### src/rtl/rx_event_pkg.sv
package rx_event_pkg;
  // Source counts
  localparam int STICKY_N = 4;
  localparam int ATTN_N   = 4;
  localparam int ERR_N    = 2;
  localparam int SRC_N    = STICKY_N + ATTN_N + ERR_N;
  // Field positions inside the status and enable words
  localparam int ATTN_LSB = STICKY_N;
  localparam int ERR_LSB  = STICKY_N + ATTN_N;
  // Register addresses
  localparam int ADDR_STATUS = 0;
  localparam int ADDR_ENABLE = 1;

  typedef logic [SRC_N-1:0] src_vec_t;
endpackage

### src/rtl/rx_event_sticky.sv
module rx_event_sticky #(
  parameter int N = 4
) (
  input  logic         clk,
  input  logic         rst,
  input  logic [N-1:0] set_i,
  input  logic [N-1:0] clr_i,
  output logic [N-1:0] q_o
);
  for (genvar i = 0; i < N; i++) begin : g_bit
    always_ff @(posedge clk) begin
      if (rst)
        q_o[i] <= 1'b0;
      else if (set_i[i])
        q_o[i] <= 1'b1;        // event beats a same-cycle clear
      else if (clr_i[i])
        q_o[i] <= 1'b0;
    end
  end
endmodule

### src/rtl/rx_event_level_reg.sv
module rx_event_level_reg #(
  parameter int N = 6
) (
  input  logic         clk,
  input  logic         rst,
  input  logic [N-1:0] d_i,
  output logic [N-1:0] q_o
);
  always_ff @(posedge clk) begin
    if (rst) q_o <= '0;
    else     q_o <= d_i;
  end
endmodule

### src/rtl/rx_event_irq_gate.sv
module rx_event_irq_gate #(
  parameter int N = 10
) (
  input  logic         clk,
  input  logic         rst,
  input  logic [N-1:0] src_i,
  input  logic [N-1:0] en_i,
  output logic         irq_o
);
  logic any_pending;

  always_comb any_pending = |(src_i & en_i);

  always_ff @(posedge clk) begin
    if (rst) irq_o <= 1'b0;
    else     irq_o <= any_pending;
  end
endmodule

### src/rtl/rx_event_regport.sv
module rx_event_regport
  import rx_event_pkg::*;
#(
  parameter int ADDR_W = 2,
  parameter int DATA_W = 32
) (
  input  logic                clk,
  input  logic                rst,
  input  logic                bus_sel,
  input  logic                bus_wr,
  input  logic [ADDR_W-1:0]   bus_addr,
  input  logic [DATA_W-1:0]   bus_wdata,
  input  src_vec_t            status_i,
  output src_vec_t            enable_o,
  output logic [STICKY_N-1:0] clr_o,
  output logic [DATA_W-1:0]   bus_rdata
);
  logic hit_status, hit_enable, do_write, do_read;
  logic [DATA_W-1:0] rd_next;
  logic unused_wdata;

  always_comb begin
    hit_status = (bus_addr == ADDR_W'(ADDR_STATUS));
    hit_enable = (bus_addr == ADDR_W'(ADDR_ENABLE));
    do_write   = bus_sel && bus_wr;
    do_read    = bus_sel && !bus_wr;
    clr_o      = (do_write && hit_status) ? bus_wdata[STICKY_N-1:0] : '0;
  end

  assign unused_wdata = ^bus_wdata[DATA_W-1:SRC_N];

  always_ff @(posedge clk) begin
    if (rst)
      enable_o <= '0;
    else if (do_write && hit_enable)
      enable_o <= bus_wdata[SRC_N-1:0];
  end

  always_comb begin
    if (hit_status)      rd_next = DATA_W'(status_i);
    else if (hit_enable) rd_next = DATA_W'(enable_o);
    else                 rd_next = '0;
  end

  always_ff @(posedge clk) begin
    if (rst)          bus_rdata <= '0;
    else if (do_read) bus_rdata <= rd_next;
  end
endmodule

### src/rtl/rx_event_irq.sv
module rx_event_irq
  import rx_event_pkg::*;
#(
  parameter int ADDR_W = 2,
  parameter int DATA_W = 32
) (
  input  logic                clk,
  input  logic                rst,
  input  logic [STICKY_N-1:0] evt_pulse,
  input  logic [ATTN_N-1:0]   attn_lvl,
  input  logic [ERR_N-1:0]    err_lvl,
  input  logic                bus_sel,
  input  logic                bus_wr,
  input  logic [ADDR_W-1:0]   bus_addr,
  input  logic [DATA_W-1:0]   bus_wdata,
  output logic [DATA_W-1:0]   bus_rdata,
  output logic                irq
);
  localparam int LVL_N = ATTN_N + ERR_N;

  logic [STICKY_N-1:0] sticky_q;
  logic [STICKY_N-1:0] clr_mask;
  logic [LVL_N-1:0]    level_q;
  src_vec_t            status_w;
  src_vec_t            enable_q;

  rx_event_sticky #(.N(STICKY_N)) u_sticky (
    .clk(clk), .rst(rst), .set_i(evt_pulse), .clr_i(clr_mask), .q_o(sticky_q)
  );

  rx_event_level_reg #(.N(LVL_N)) u_level (
    .clk(clk), .rst(rst), .d_i({err_lvl, attn_lvl}), .q_o(level_q)
  );

  assign status_w = {level_q, sticky_q};

  rx_event_regport #(.ADDR_W(ADDR_W), .DATA_W(DATA_W)) u_port (
    .clk(clk), .rst(rst), .bus_sel(bus_sel), .bus_wr(bus_wr),
    .bus_addr(bus_addr), .bus_wdata(bus_wdata), .status_i(status_w),
    .enable_o(enable_q), .clr_o(clr_mask), .bus_rdata(bus_rdata)
  );

  rx_event_irq_gate #(.N(SRC_N)) u_gate (
    .clk(clk), .rst(rst), .src_i(status_w), .en_i(enable_q), .irq_o(irq)
  );
endmodule

### config.mk
export PLATFORM = sky130hd
export DESIGN_NAME = rx_event_irq
export DESIGN_NICKNAME = d
export VERILOG_FILES = /design/src/rtl/rx_event_pkg.sv /design/src/rtl/rx_event_sticky.sv /design/src/rtl/rx_event_level_reg.sv /design/src/rtl/rx_event_irq_gate.sv /design/src/rtl/rx_event_regport.sv /design/src/rtl/rx_event_irq.sv
export SDC_FILE = /design/constraint.sdc
export NUM_CORES = 1
export LEC_CHECK = 0
export BUFFER_PORTS_ARGS = -buffer_cell sky130_fd_sc_hd__buf_4
export CORE_UTILIZATION = 43
export DETAILED_ROUTE_END_ITERATION = 12
export PLACE_DENSITY = 0.79
export SLEW_MARGIN = 20
export SYNTH_ARGS = -nofsm -noshare
export SYNTH_HDL_FRONTEND = slang
export SYNTH_SLANG_ARGS = --single-unit
### constraint.sdc
create_clock -name clk -period 1.3 [get_ports clk]
set_input_delay 0.195 -clock clk [delete_from_list [all_inputs] [get_ports clk]]
set_output_delay 0.195 -clock clk [all_outputs]
set_load 0.05 [all_outputs]
# Word level (Yosys, flattened, before mapping)
# Cells that the tools add are included.
# totals
inputBits,48
reg_bits,53
# op_classes
bitwise_logic,1
eq_ne,1
mux,11
reduce_logical,11
# op_table
operator,count
$mux 32,1
$and 10x10->10,1
$mux 10,1
$reduce_or 10->1,1
$mux 1,8
$reduce_bool 2->1,4
$logic_and 1x1->1,4
$mux 4,1
$eq 2x1->1 const B,1
$logic_not 2->1,1
$logic_not 1->1,1

# Logic depth before layout (Yosys ltp)
# logic_depth
depth_word,5
depth_mapped,4
ltp_nobuf,3

# By module
# A second synthesis with hierarchy kept.
# unflattened
cells_unflattened,153
area_unflattened_um2,1510.2
# by_module_without_submodules
mod,cells_per_inst,area_each_um2,instances
rx_event_regport,118,1131.1,1
rx_event_level_reg,12,157.7,1
rx_event_sticky,16,140.1,1
rx_event_irq_gate,7,81.3,1

# Worst setup path after synthesis
# Ideal clock, no wire load.
# synth_path
path_kind,input-to-reg
from,in bus_addr[0]
to,reg u_port.bus_rdata[0]
slack_ns,0.314
required_time_ns,1.172
setup_ns,0.128
cell_stages,4
arrival_ns,0.858
path_cell_list,buf_4 -> mux2_2 -> a22oi_1 -> nor2_1
# synth_between
elab_chain_len,3
elab_cells_between_ends,4
cone_classes,eq/ne: 1; mux: 2; reduce/logical: 1
# synth_rtl
item,line,text
"start, declared",rx_event_irq.sv:14,"input logic [ADDR_W-1:0] bus_addr,"
$eq 2x1->1,rx_event_regport.sv:24,hit_enable = (bus_addr == ADDR_W'(ADDR_ENABLE));
$mux 10,rx_event_regport.sv:41,else if (hit_enable) rd_next = DATA_W'(enable_o);
$mux 32 *,rx_event_regport.sv:40,if (hit_status) rd_next = DATA_W'(status_i);
"end signal, assigned",rx_event_regport.sv:47,else if (do_read) bus_rdata <= rd_next;
"end, declared",rx_event_regport.sv:16,output logic [DATA_W-1:0] bus_rdata
# Mark *: on every way between the ends. The rest lies on a longest branch, timed or not.
# A chain may end at the register's enable or synchronous reset.

# Worst setup path after layout
# layout_path
from,reg u_port.bus_rdata[5]
to,out bus_rdata[5]
# layout_lines
item,line,text
"end, declared",rx_event_irq.sv:16,"output logic [DATA_W-1:0] bus_rdata,"
# No word-level cell between the ends.

==> reports/metrics.cfg <==
[finish]
final_layout_size_suffix_gt1_frac=0.303
finalInstanceArea_mm2=0.00168
diodes=0
syn_to_final_growth_pct=21.8
n_fill_cell=300
nets=235

[clock_tree]
clock_latency_ns=0.33
cts_buffers=5
ctsResizeCount=0
cts_tree=done
htreeDepth=2
numClockSinks=31
postCtsSetupBuffers=0
root_buffer=clkbuf_4
cts.clk_slew.worst_paths_ns=0.10
cts_buffer_depth=2
cts-hold-fix-buffers=0

[timing]
max_freq_mhz=928
holdWs_ns=0.0589
hold_viol_final=0
finalCritPeriodShare=0.829
rsz0062_at_grt=no
fin_skew_ns=0.0120
tns_ns=0
setup_violations=0
setup_ws_ns=0.222
slew_viol_final=0
period_minus_slack_ns=1.08

[setup_path]
endpoint_kind=primary output
path_depth=1
arrival_ns=0.88
reg2reg_depth=3
required_ns=1.11
slowest_delay_ns=0.35
cp_cell_sequence=buf_4
cp_max_fo=2
regToRegEndpoint=u_gate.irq_o
cp-start-kind=register
critPathTopFamily=flip-flops
slowest_stage=dfxtp_1
startpoint=u_port.bus_rdata[5]
reg2reg_slack_ns=0.24
crit_end=bus_rdata[5]
path_buf_inv=1
r2r-start=u_port.enable_o[2]
crit_type=reg2out

[route]
dr_wl_met3_um=158
wirelength_mm=2.60
drt-met1-wl_mm=1.09
via_per_inst=4.68
drt_iter0_markers=23
wl_met2_mm=1.30
drtAntennaViolNets=0
num_vias=1085
maxUsedRoutingLayer=met4
firstDrtPassIters=4
route.detailed.drc=0
wl_per_cell_um=11.2

[synthesis]
yosysSeqAreaShare=0.449
ys_ff_latch=31
yosysUniqueCellTypes=21
synth_warnings=0
synthCells=150
synth_area_mm2=0.00138
synth_area_per_cell_um2=9.21

[die]
die-height_um=58.7
start_util=0.452
io_pins=81
fp.dieW_um=58.7
die_area_mm2=0.00344
rows=20
fp.coreArea_mm2=0.00305

[power]
power_density_mw_per_mm2=1260
p_leak_uw=0.000743
irDropWorstVdd_uv=759
fin_total_pwr_uw=2120

[worst_hold_path]
min_path_type=in2reg

[global_route]
grt_pass1_wl_mm=4.01
antenna_found_initial=0
grt.overflow.total=0
grt_max_degree=32
grt.total_usage=0.161
grt_pass1_vias=949

[placement]
dp_slack_ns=0.169
placed_cell_area_mm2=0.00160
dp_hpwl_mm=1.91
io_buffers=36
gp_congestion=0.842

[status]
outcome=finished clean

[run]
cap_violations=0

==> state kept, by name (all words and copies together), names as in the netlist <==
register,cells
u_port.enable_o,10
u_sticky.q_o,4
u_gate.irq_o,1
u_level.q_o,6
u_port.bus_rdata,10
==> cells in the final DEF, fill, tap and decap left out <==
cell type,Yosys,final
conb_1,1,22
nor2_1,14,14
nor3_1,1,1
nand4b_2,1,1
and4b_1,1,1
dfxtp_1,31,31
a221oi_1,2,2
buf_4,24,37
a22oi_1,11,11
clkbuf_4,0,5
nor2b_1,6,6
nand2_1,21,21
nand2b_1,1,1
a31oi_1,1,1
mux2_2,10,10
clkinv_2,0,1
bufinv_16,0,1
inv_1,4,4
nor3b_4,1,1
clkbuf_8,0,1
a311oi_1,4,4
a21oi_1,10,10
a22o_1,2,2
==> cell usage after synthesis (all sizes together) <==
master / instances / share of area
nor2: 14 / 0.038
inv: 4 / 0.011
clkbuf: 3 / 0.0082
conb: 1 / 0.0027
mux2: 10 / 0.082
nor3: 1 / 0.0036
a22oi: 11 / 0.060
a21oi: 10 / 0.036
nor2b: 6 / 0.027
a221oi: 2 / 0.013
a31oi: 1 / 0.0045
and4b: 1 / 0.0072
nand2b: 1 / 0.0045
a22o: 2 / 0.013
nor3b: 1 / 0.014
nand4b: 1 / 0.011
buf: 25 / 0.13
nand2: 21 / 0.057
dfxtp: 31 / 0.45
a311oi: 4 / 0.025
==> per-layer routing <==
metal,GRT usage,vias to the layer above
li1,-,544
met1,0.178,501
met2,0.273,34
met3,0.0637,6
met4,0.0714,0
met5,0,-
==> how the worst min path moves through the flow <==
stage	from	endpoint	slack, ns	depth (start not counted)
floorplan	rst	u_level.q_o[5]	0.27	1
global placement	attn_lvl[0]	u_level.q_o[0]	0.41	2
detailed placement	bus_wdata[2]	u_sticky.q_o[2]	0.41	2
CTS	bus_wdata[2]	u_sticky.q_o[2]	0.05	2
global route	bus_wdata[1]	u_sticky.q_o[1]	0.04	2
finish	bus_wdata[2]	u_sticky.q_o[2]	0.06	2
==> final cells by class <==
| type | count | area (µm²) | share of cell area |
|---|---|---|---|
| multi-input cells | 108 | 628 | 0.373 |
| well taps | 44 | 55.1 | 0.0327 |
| flip-flops and latches | 31 | 621 | 0.369 |
| repair buffers | 37 | 278 | 0.165 |
| inverters | 4 | 15.0 | 0.00892 |
| clock buffers | 6 | 51.3 | 0.0305 |
| clock inverters | 2 | 35.0 | 0.0208 |
==> through the flow <==
| stage | util | cells |
|---|---|---|
| finish | 0.551 | 232 |
| CTS | 0.551 | 232 |
| global route | 0.551 | 232 |
| global placement | 0.523 | 224 |
| detailed placement | 0.523 | 224 |
| floorplan | - | 171 |
==> cells by family after synthesis <==
| group | Yosys count | synth area share |
|---|---|---|
| other | 1 | 0.00271 |
| AO/OA/AOI/OAI | 30 | 0.151 |
| multiplexers | 10 | 0.0815 |
| buffers and inverters | 32 | 0.153 |
| flip-flops | 31 | 0.449 |
| AND/OR/NAND/NOR | 46 | 0.162 |
==> power by group <==
part	switching (µW)	internal, µW	leakage, µW
logic	234	100	0.000441
clock network	336	454	0.0000482
registers	18.9	980	0.000253
total	589	1530	0.000743
Power figures use the tool's default switching activity.
